==> src/rtl/sfs_pkg.sv <==
package sfs_pkg;
  localparam int NSLOT   = 18;
  localparam int SLOT_W  = 5;
  localparam int NARG    = 4;
  localparam int NXS     = 7;
  localparam int SLOT_RA = 4;
  localparam int SLOT_XS = 5;
  localparam int SLOT_S1 = 12;
  localparam int SLOT_S0 = 13;
  localparam int SLOT_ST = 14;
  localparam logic [4:0] REG_SP = 5'd29;

  typedef enum logic [2:0] {
    ST_IDLE, ST_PICK, ST_MEM, ST_WB, ST_SP, ST_DONE, ST_EXC
  } seq_state_t;

  // slot index -> architectural register
  function automatic logic [4:0] slot_reg(input logic [SLOT_W-1:0] s);
    if (s < 5'd4)       return 5'(5'd4 + s);
    else if (s == 5'd4) return 5'd31;
    else if (s == 5'd5) return 5'd30;
    else if (s < 5'd14) return 5'(5'd29 - s);
    else                return 5'(5'd21 - s);
  endfunction
endpackage

==> src/rtl/sfs_code_dec.sv <==
module sfs_code_dec (
  input  logic [3:0] code_i,
  output logic [2:0] arg_cnt_o,
  output logic [2:0] st_cnt_o,
  output logic       bad_o
);
  always_comb begin
    bad_o = 1'b0;
    unique case (code_i)
      4'd0, 4'd1, 4'd2, 4'd3, 4'd11: arg_cnt_o = 3'd0;
      4'd4, 4'd5, 4'd6, 4'd7:        arg_cnt_o = 3'd1;
      4'd8, 4'd9, 4'd10:             arg_cnt_o = 3'd2;
      4'd12, 4'd13:                  arg_cnt_o = 3'd3;
      4'd14:                         arg_cnt_o = 3'd4;
      default: begin arg_cnt_o = 3'd0; bad_o = 1'b1; end
    endcase
    unique case (code_i)
      4'd1, 4'd5, 4'd9, 4'd13: st_cnt_o = 3'd1;
      4'd2, 4'd6, 4'd10:       st_cnt_o = 3'd2;
      4'd3, 4'd7:              st_cnt_o = 3'd3;
      4'd11:                   st_cnt_o = 3'd4;
      default:                 st_cnt_o = 3'd0;
    endcase
  end

  // argument registers are shared between the two groups: never more than four
  always_comb begin
    p_arg_budget_r2: assert (bad_o || (4'(arg_cnt_o) + 4'(st_cnt_o) <= 4'd4))
      else $error("argument and static counts exceed four");
  end
endmodule

==> src/rtl/sfs_frame_calc.sv <==
module sfs_frame_calc #(
  parameter int XLEN = 32
) (
  input  logic            ext_i,
  input  logic [3:0]      hi_i,
  input  logic [3:0]      lo_i,
  output logic [XLEN-1:0] frame_o
);
  logic [7:0] units;

  always_comb begin
    if (ext_i)              units = {hi_i, lo_i};
    else if (lo_i == 4'd0)  units = 8'd16;
    else                    units = {4'd0, lo_i};
    frame_o = XLEN'({units, 3'b000});
  end
endmodule

==> src/rtl/sfs_slot_mask.sv <==
module sfs_slot_mask
  import sfs_pkg::*;
(
  input  logic             save_i,
  input  logic             ra_i,
  input  logic             s0_i,
  input  logic             s1_i,
  input  logic [2:0]       xs_cnt_i,
  input  logic [2:0]       arg_cnt_i,
  input  logic [2:0]       st_cnt_i,
  output logic [NSLOT-1:0] mask_o
);
  for (genvar i = 0; i < NARG; i++) begin : g_arg
    assign mask_o[i] = save_i && (int'(arg_cnt_i) > i);
  end
  assign mask_o[SLOT_RA] = ra_i;
  // extra statics fill from the bottom of the list (r18) upward
  for (genvar j = 0; j < NXS; j++) begin : g_xs
    assign mask_o[SLOT_XS+j] = (int'(xs_cnt_i) + j >= NXS);
  end
  assign mask_o[SLOT_S1] = s1_i;
  assign mask_o[SLOT_S0] = s0_i;
  for (genvar k = 0; k < NARG; k++) begin : g_st
    assign mask_o[SLOT_ST+k] = (int'(st_cnt_i) > k);
  end
endmodule

==> src/rtl/sfs_ffs.sv <==
module sfs_ffs #(
  parameter int N = 18,
  parameter int W = $clog2(N)
) (
  input  logic [N-1:0] vec_i,
  output logic [W-1:0] idx_o,
  output logic         any_o
);
  always_comb begin
    idx_o = '0;
    for (int i = N - 1; i >= 0; i--) begin
      if (vec_i[i]) idx_o = W'(i);
    end
  end
  assign any_o = |vec_i;
endmodule

==> src/rtl/stack_frame_seq.sv <==
module stack_frame_seq
  import sfs_pkg::*;
#(
  parameter int XLEN = 32
) (
  input  logic            clk_i,
  input  logic            rst_ni,
  input  logic            start_i,
  input  logic            save_i,
  input  logic            ext_i,
  input  logic            ra_i,
  input  logic            s0_i,
  input  logic            s1_i,
  input  logic [2:0]      xs_cnt_i,
  input  logic [3:0]      arg_code_i,
  input  logic [3:0]      frame_hi_i,
  input  logic [3:0]      frame_lo_i,
  output logic [4:0]      rf_addr_o,
  output logic            rf_we_o,
  output logic [XLEN-1:0] rf_wdata_o,
  input  logic [XLEN-1:0] rf_rdata_i,
  output logic            mem_req_o,
  output logic            mem_we_o,
  output logic [XLEN-1:0] mem_addr_o,
  output logic [XLEN-1:0] mem_wdata_o,
  input  logic            mem_ack_i,
  input  logic [XLEN-1:0] mem_rdata_i,
  output logic            done_o,
  output logic            exc_o
);
  localparam logic [XLEN-1:0] WORD = XLEN'(4);

  seq_state_t        state_q;
  logic [NSLOT-1:0]  mask_q, mask_new;
  logic [XLEN-1:0]   sp_q, frame_q, ptr_q, addr_q, data_q, frame_new;
  logic [4:0]        reg_q;
  logic              save_q;

  logic [2:0]        xs_eff, arg_cnt, st_cnt;
  logic [3:0]        code_eff;
  logic              code_bad;
  logic [SLOT_W-1:0] sel;
  logic              sel_any, sel_arg;

  // short form carries neither extra statics nor an argument code
  assign xs_eff   = ext_i ? xs_cnt_i   : 3'd0;
  assign code_eff = ext_i ? arg_code_i : 4'd0;

  sfs_code_dec u_dec (
    .code_i    (code_eff),
    .arg_cnt_o (arg_cnt),
    .st_cnt_o  (st_cnt),
    .bad_o     (code_bad)
  );

  sfs_frame_calc #(.XLEN(XLEN)) u_frame (
    .ext_i   (ext_i),
    .hi_i    (frame_hi_i),
    .lo_i    (frame_lo_i),
    .frame_o (frame_new)
  );

  sfs_slot_mask u_mask (
    .save_i    (save_i),
    .ra_i      (ra_i),
    .s0_i      (s0_i),
    .s1_i      (s1_i),
    .xs_cnt_i  (xs_eff),
    .arg_cnt_i (arg_cnt),
    .st_cnt_i  (st_cnt),
    .mask_o    (mask_new)
  );

  sfs_ffs #(.N(NSLOT), .W(SLOT_W)) u_ffs (
    .vec_i (mask_q),
    .idx_o (sel),
    .any_o (sel_any)
  );

  assign sel_arg = (sel < SLOT_W'(NARG));

  always_ff @(posedge clk_i or negedge rst_ni) begin
    if (!rst_ni) begin
      state_q <= ST_IDLE;
      mask_q  <= '0;
      sp_q    <= '0;
      frame_q <= '0;
      ptr_q   <= '0;
      addr_q  <= '0;
      data_q  <= '0;
      reg_q   <= '0;
      save_q  <= 1'b0;
    end else begin
      unique case (state_q)
        ST_IDLE: if (start_i) begin
          if (code_bad) begin
            state_q <= ST_EXC;
          end else begin
            sp_q    <= rf_rdata_i;
            frame_q <= frame_new;
            mask_q  <= mask_new;
            save_q  <= save_i;
            ptr_q   <= save_i ? rf_rdata_i : rf_rdata_i + frame_new;
            state_q <= ST_PICK;
          end
        end
        ST_PICK: begin
          if (!sel_any) begin
            state_q <= ST_SP;
          end else begin
            mask_q[sel] <= 1'b0;
            reg_q       <= slot_reg(sel);
            if (sel_arg) begin
              addr_q <= sp_q + XLEN'({sel[1:0], 2'b00});
            end else begin
              addr_q <= ptr_q - WORD;
              ptr_q  <= ptr_q - WORD;
            end
            if (save_q) data_q <= rf_rdata_i;
            state_q <= ST_MEM;
          end
        end
        ST_MEM: if (mem_ack_i) begin
          if (save_q) begin
            state_q <= ST_PICK;
          end else begin
            data_q  <= mem_rdata_i;
            state_q <= ST_WB;
          end
        end
        ST_WB:   state_q <= ST_PICK;
        ST_SP:   state_q <= ST_DONE;
        ST_DONE: state_q <= ST_IDLE;
        ST_EXC:  state_q <= ST_IDLE;
        default: state_q <= ST_IDLE;
      endcase
    end
  end

  always_comb begin
    rf_we_o    = 1'b0;
    rf_wdata_o = data_q;
    rf_addr_o  = reg_q;
    unique case (state_q)
      ST_IDLE: rf_addr_o = REG_SP;
      ST_PICK: rf_addr_o = slot_reg(sel);
      ST_WB:   rf_we_o   = 1'b1;
      ST_SP: begin
        rf_addr_o  = REG_SP;
        rf_we_o    = 1'b1;
        rf_wdata_o = save_q ? sp_q - frame_q : sp_q + frame_q;
      end
      default: ;
    endcase
  end

  assign mem_req_o   = (state_q == ST_MEM);
  assign mem_we_o    = save_q;
  assign mem_addr_o  = addr_q;
  assign mem_wdata_o = data_q;
  assign done_o      = (state_q == ST_DONE);
  assign exc_o       = (state_q == ST_EXC);

  // reserved code stops before any side effect
  p_bad_code_exc_r1: assert property (@(posedge clk_i) disable iff (!rst_ni)
    (state_q == ST_IDLE && start_i && ext_i && arg_code_i == 4'd15)
      |=> (exc_o && !mem_req_o && !rf_we_o))
    else $error("reserved code did not raise a clean exception");

  p_exc_no_done_r1: assert property (@(posedge clk_i) disable iff (!rst_ni)
    exc_o |=> !done_o && !mem_req_o)
    else $error("exception followed by activity");

  p_addr_aligned_r4: assert property (@(posedge clk_i) disable iff (!rst_ni)
    mem_req_o |-> mem_addr_o[1:0] == 2'b00)
    else $error("unaligned word access");

  p_done_after_sp_r5: assert property (@(posedge clk_i) disable iff (!rst_ni)
    done_o |-> $past(rf_we_o && rf_addr_o == REG_SP))
    else $error("done without preceding stack pointer write");

  p_done_pulse_r5: assert property (@(posedge clk_i) disable iff (!rst_ni)
    done_o |=> !done_o)
    else $error("done longer than one cycle");

  p_req_hold_r9: assert property (@(posedge clk_i) disable iff (!rst_ni)
    (mem_req_o && !mem_ack_i) |=> (mem_req_o && $stable(mem_addr_o)
                                   && $stable(mem_wdata_o) && $stable(mem_we_o)))
    else $error("request dropped or changed before acknowledge");

  p_one_port_r9: assert property (@(posedge clk_i) disable iff (!rst_ni)
    !(rf_we_o && mem_req_o))
    else $error("register write overlaps memory request");
endmodule

==> config.mk <==
export PLATFORM = sky130hd
export DESIGN_NAME = stack_frame_seq
export DESIGN_NICKNAME = d
export VERILOG_FILES = /design/src/rtl/sfs_pkg.sv /design/src/rtl/sfs_code_dec.sv /design/src/rtl/sfs_frame_calc.sv /design/src/rtl/sfs_slot_mask.sv /design/src/rtl/sfs_ffs.sv /design/src/rtl/stack_frame_seq.sv
export SDC_FILE = /design/constraint.sdc
export NUM_CORES = 1
export LEC_CHECK = 0
export BUFFER_PORTS_ARGS = -buffer_cell sky130_fd_sc_hd__buf_2
export CAP_MARGIN = 30
export CELL_PAD_IN_SITES_DETAIL_PLACEMENT = 0
export CELL_PAD_IN_SITES_GLOBAL_PLACEMENT = 1
export CORE_ASPECT_RATIO = 0.5
export CORE_MARGIN = 2
export CORE_UTILIZATION = 36
export DETAILED_ROUTE_END_ITERATION = 8
export GPL_TIMING_DRIVEN = 0
export PLACE_DENSITY_LB_ADDON = 0.2
export SYNTH_ARGS = -nofsm -noshare
export SYNTH_HDL_FRONTEND = slang
export SYNTH_SLANG_ARGS = --single-unit
export TNS_END_PERCENT = 5
==> constraint.sdc <==
create_clock -name clk_i -period 6.7 [get_ports clk_i]
set_input_delay 0.335 -clock clk_i [delete_from_list [all_inputs] [get_ports clk_i]]
set_output_delay 0.335 -clock clk_i [all_outputs]
set_load 0.05 [all_outputs]
* Word level (Yosys, flattened, before mapping)
Memory sizes are Yosys's and may differ from the RTL's.
Cells that the tools add are included.
** Operators by class
- Muxes and demuxes :: 55
- Shift operators :: 0
- Reductions and logical operators :: 23
- Equality and inequality tests :: 29
- $lt $le $gt $ge :: 19
- Bitwise operators :: 2
- Divide/modulo/power cells :: 0
- $add $sub $neg :: 14
- Multiply operators :: 0
** Operators with widths (number)
- $mux 32 :: 12
- $ge 32x4->1 const B :: 6
- $pmux 32 s2 :: 2
- $mux 5 :: 23
- $add 32x11->32 :: 2
- $mux 18 :: 3
- $pmux 18 s2 :: 1
- $add 32x4->32 :: 1
- $sub 32x11->32 :: 1
- $sub 32x3->32 const B :: 1
- $eq 4x4->1 const B :: 7
- $and 18x18->18 :: 1
- $not 18->18 :: 1
- $reduce_or 18->1 :: 1
- $eq 4x3->1 const B :: 4
- $mux 3 :: 5
- $pmux 3 s5 :: 1
- $reduce_or 15->1 :: 1
- $add 3x3->4 const B :: 3
- $gt 3x1->1 const B :: 4
- $gt 3x2->1 const B :: 4
- $ne 2x2->1 const B :: 6
- $pmux 3 s4 :: 1
- $eq 5x3->1 const B :: 2
- other kinds (32) :: 49
** Storage, ports and cells
- Output and inout port bits :: 106
- Memories kept :: 1
- Register bits after elaboration :: 163
- Bits in writable memories :: 0
- Input bits :: 88
- Bits in read-only memories :: 48
- Bits in latches :: 0
- Word-level logic and storage cells :: 152
** Memories
- (name not given) :: depth 16, bits a word 3, read ports 1, clocked after memory_dff 0, wr ports 0, RTL line sfs_code_dec.sv:17 : unique case (code_i)

* Depth between registers and ports, before layout
- Depth in word-level cells :: 26
- Mapped depth :: 17
- Mapped depth without buffers :: 17

* Cells and area by module
Synthesis repeated with hierarchy kept, for this count alone.
** Unflattened totals
- Cell total of the unflattened synthesis :: 1880
- Area total of the unflattened synthesis :: 14597.8 µm²
** Modules (own cells, without submodules)
- stack_frame_seq :: instances 1, area an instance 13893.3 µm², cells each 1772, sequential area each 4679.5 µm²
- sfs_frame_calc :: instances 1, area an instance 240.2 µm², cells each 35, sequential area each 0.0 µm²
- sfs_ffs :: instances 1, area an instance 229.0 µm², cells each 36, sequential area each 0.0 µm²
- sfs_slot_mask :: instances 1, area an instance 177.7 µm², cells each 26, sequential area each 0.0 µm²
- sfs_code_dec :: instances 1, area an instance 57.6 µm², cells each 11, sequential area each 0.0 µm²

* Worst setup path before layout
No wires, ideal clock.
- Kind :: reg-to-output
- Start point :: reg save_q, in the netlist mem_we_o
- End point :: out rf_wdata_o[30]
- Cell stages (with the launch flop) :: 14
- Setup slack :: 1.607 ns
- Buffers on the path :: 2
- Arrival :: 4.758 ns
- Data required time :: 6.365 ns
- Cell sequence :: dfrtp_1 clkbuf_1 buf_1 nor2_1 xnor2_1 ha_1 o211ai_1 nand2_1 o21ai_0 o21ai_0 nand4_1 a211oi_1 a31oi_1 o311ai_0
** Between the ends
- Longest elaborated chain between the ends :: 2
** Ends and longest elaborated chain
- start: declaration :: RTL line stack_frame_seq.sv:37 : logic save_q;
- start signal: assignment :: RTL line stack_frame_seq.sv:102 : save_q <= save_i;
- $mux 32 :: RTL line stack_frame_seq.sv:151 : rf_wdata_o = save_q ? sp_q - frame_q : sp_q + frame_q;
- $mux 32 :: RTL line stack_frame_seq.sv:144 : unique case (state_q)
- end: declaration :: RTL line stack_frame_seq.sv:20 : output logic [XLEN-1:0] rf_wdata_o,
Every way passes these cells.

* Worst setup path after layout
- Start point :: reg frame_q[6]
- End point :: out rf_wdata_o[31]
** Between the ends
- Longest elaborated chain between the ends :: 3
- Elaborated cells between the ends (all ways) :: 4
- Those cells by class :: add/sub (2); mux (2)
** Ends and longest elaborated chain
- start: declaration :: RTL line stack_frame_seq.sv:35 : logic [XLEN-1:0] sp_q, frame_q, ptr_q, addr_q, data_q, frame_new;
- start signal: assignment :: RTL line stack_frame_seq.sv:100 : frame_q <= frame_new;
- $add 32x11->32 or $sub 32x11->32 (tied branches) :: RTL line stack_frame_seq.sv:151
- $mux 32 (*) :: RTL line stack_frame_seq.sv:151
- $mux 32 (*) :: RTL line stack_frame_seq.sv:144
Every way passes the cells marked *; elsewhere a longest branch is shown, timed or not.

==> run summary <==
Initial Util = 0.369
Post-CTS Hold Fix Bufs = 1
RSZ-0062 raised after global routing = no
Post-synthesis xor/xnor area fraction = 0.0743
Final Hold Vio Count = 0
GRT Util Overall = 0.271
Gpl congestion = 0.921
Die Wd = 260 µm
Antenna violations before repair = 4
Die height = 132 µm
Dpl ws = 1.86 ns
Number of synthesized flops with an enable pin = 0
Skew final = 0.0106 ns
Post-synthesis adder-cell area fraction = 0.0603
Slew @ Worst Pin = 1.01 ns
Max_cap viols = 0
CTS Root Cell = clkbuf_16
Syn-to-layout area delta = 18.4%
Synth area leader = dfrtp_1
Final std cells w/o fill = 2128
# rows = 46
Post-Syn Nets = 1607
Final Cycle Share = 0.806
Post-route ant nets = 0
First-pass DRT Iterations = 6
Port Buffer Count = 193
Clk slew on worst S/H paths = 0.06 ns
Min Tclk post-route = 5.40 ns
Yosys warning count = 0
First-pass GRT wire length = 69800 µm
Startpoint Class = register
Residual DRC = 0
Slew HR = 0.324
Total gr overflow = 0
Vias in the first global route = 11400
Post-Route WL = 46500 µm
Result of the run = finished, final reports clean
Synth Flop Type = dfrtp_1
Seq/Total Area, Yosys = 0.346
HPWL Detailed = 36900 µm
Final setup vio count = 0
Routed len/inst = 21.9 µm
Largest net degree at the start of global routing = 97
Final setup margin = 1.30 ns
Req. time, crit path = 6.36 ns
Num ports = 194
Top post-synthesis cells by area = dfrtp_1 35%, nand2_1 8.5%, a21oi_1 5.5%
Compound-Gate Fraction of Synth Area = 0.201
Distinct cells, synth = 84
Pins Over Slew Limit = 0
Post-Route Setup TNS = 0 ns
Num CTS Buffers = 17
CTS H-tree depth = 4
Maximum fanout along the worst path = 6
Fillcell total = 3265
Sink Count = 163
Min-delay worst type = in2reg
Count leader, synth = nand2_1
Largest family of logic cells by synthesized area = simple AND/OR/NAND/NOR gates
CTS max path bufs = 2
Setup CP Type = reg2out
# Post-CTS Setup Buffers = 0
Hold WS = 0.130 ns
DIE AREA = 0.0343 mm²
Fmax = 0.185 GHz
Worst setup EP type = primary output
Number of DRC markers in iteration 0 = 1228
Final nets = 1821
Layout cells sized above 1 = 0.167
Mux share of post-synthesis cell area = 0.0405
DR vias = 12000
Commonest cells post-synth = 266 x nand2_1, 163 x dfrtp_1, 142 x nor2_1, 130 x a21oi_1, 112 x o21ai_0
Syn Area/Cell = 8.05 µm²
Cells after DPL = 2090
Worst skew pair latency = 0.46 ns
Core area = 0.0319 mm²
Synth async-reset ratio = 1.00
Seq cells post-synth = 163
Vias per Instance = 5.64
Gate Count Post-Synth = 1464
Critical Path AT = 5.07 ns
Post-Synth Simple-Gate Area = 0.239
Top-area cell type share of the netlist area = 0.346
Number of gates resized after cts = 0
Post-Syn Area = 0.0118 mm²
CTS tree = built
-- area by class of cell --
type	instances	area (µm²)	area share
antenna	5	12.5	0.000896
buffer	78	330	0.0237
tap	432	541	0.0387
sequential	163	4080	0.292
multi-input combinational	1190	7260	0.520
clock buffer	17	425	0.0305
inverter	33	124	0.00887
timing repair buffer	195	1010	0.0726
clock inverter	15	178	0.0127
-- worst paths after layout --
kind / slack, ns / from / cells past startpoint / endpoint
min: 0.13 / rf_rdata_i[0] / 3 / ptr_q[0]
max in group asynchronous: 5.35 / rst_ni / 3 / state_q[2]
max: 1.30 / frame_q[6] / 15 / rf_wdata_o[31]
min reg2reg: 0.48 / mem_addr_o[28] / 2 / mem_addr_o[28]
min in group asynchronous: 0.43 / rst_ni / 2 / mem_wdata_o[3]
max reg2reg: 2.34 / mask_q[16] / 16 / mem_addr_o[30]
-- state kept, by name, summed over array words and instances, names as in the netlist --
signal	count
mem_wdata_o	32
mem_we_o	1
reg_q	5
ptr_q	32
mem_addr_o	32
state_q	3
frame_q	8
mask_q	18
sp_q	32
-- through the flow --
step | utilization | instance area (µm²)
global placement | 0.416 | 13300
global route | 0.437 | 14000
detailed placement | 0.417 | 13300
floorplan | - | 11800
finish | 0.437 | 14000
CTS | 0.437 | 13900
-- per-layer routing --
metal	global-route usage	up-vias	part of all wire
li1	-	5613	-
met1	0.400	5884	0.48
met2	0.402	464	0.43
met3	0.0563	49	0.075
met4	0.0661	0	0.018
met5	0	-	0
-- logic make-up (layout without fill, tap and decap cells) --
logic type,count (synthesis),in the layout
fa+ha+maj,55,55
compound gates,388,388
mux,47,47
buf+inv,111,338
flops,163,163
xor+xnor,100,100
other cells,0,5
simple gates,600,600
-- worst max-delay path, cell delays in order (launching register included) --
cell and delay, ns:
dfrtp_1 0.43, nor2_1 0.18, nor4b_1 0.31, nor3b_1 0.48, ha_1 0.33, mux2i_1 0.13
ha_1 0.29, a211o_1 0.34, a2111oi_2 0.38, a2111oi_2 0.17, a22oi_1 0.50, o2111ai_1 0.23
a31oi_1 0.27, xnor2_1 0.09, o21ai_0 0.17, buf_2 0.30
-- cell usage in the layout (no fill, tap or decap), drive strengths merged, types with 6 or more instances in the layout --
cell | Yosys | routed
a211oi | 8 | 8
a21o | 25 | 25
a21oi | 130 | 130
a31oi | 9 | 9
and2 | 12 | 12
and3 | 11 | 11
and4 | 6 | 6
buf | 29 | 223
clkbuf | 49 | 66
dfrtp | 163 | 163
ha | 52 | 52
inv | 33 | 38
mux2 | 6 | 6
mux2i | 41 | 41
nand2 | 268 | 268
nand2b | 13 | 13
nand3 | 39 | 39
nand4 | 13 | 13
nor2 | 142 | 142
nor2b | 7 | 7
nor3 | 27 | 27
nor3b | 10 | 10
nor4 | 12 | 12
o211ai | 18 | 18
o21ai | 118 | 118
o22ai | 6 | 6
o311ai | 6 | 6
o31ai | 13 | 13
or2 | 6 | 6
or3 | 11 | 11
or4 | 10 | 10
xnor2 | 49 | 49
xor2 | 51 | 51
Power is left out: the tool's default activity adds up to more than one toggle a clock period on the data nets, which glitch-free logic cannot reach.
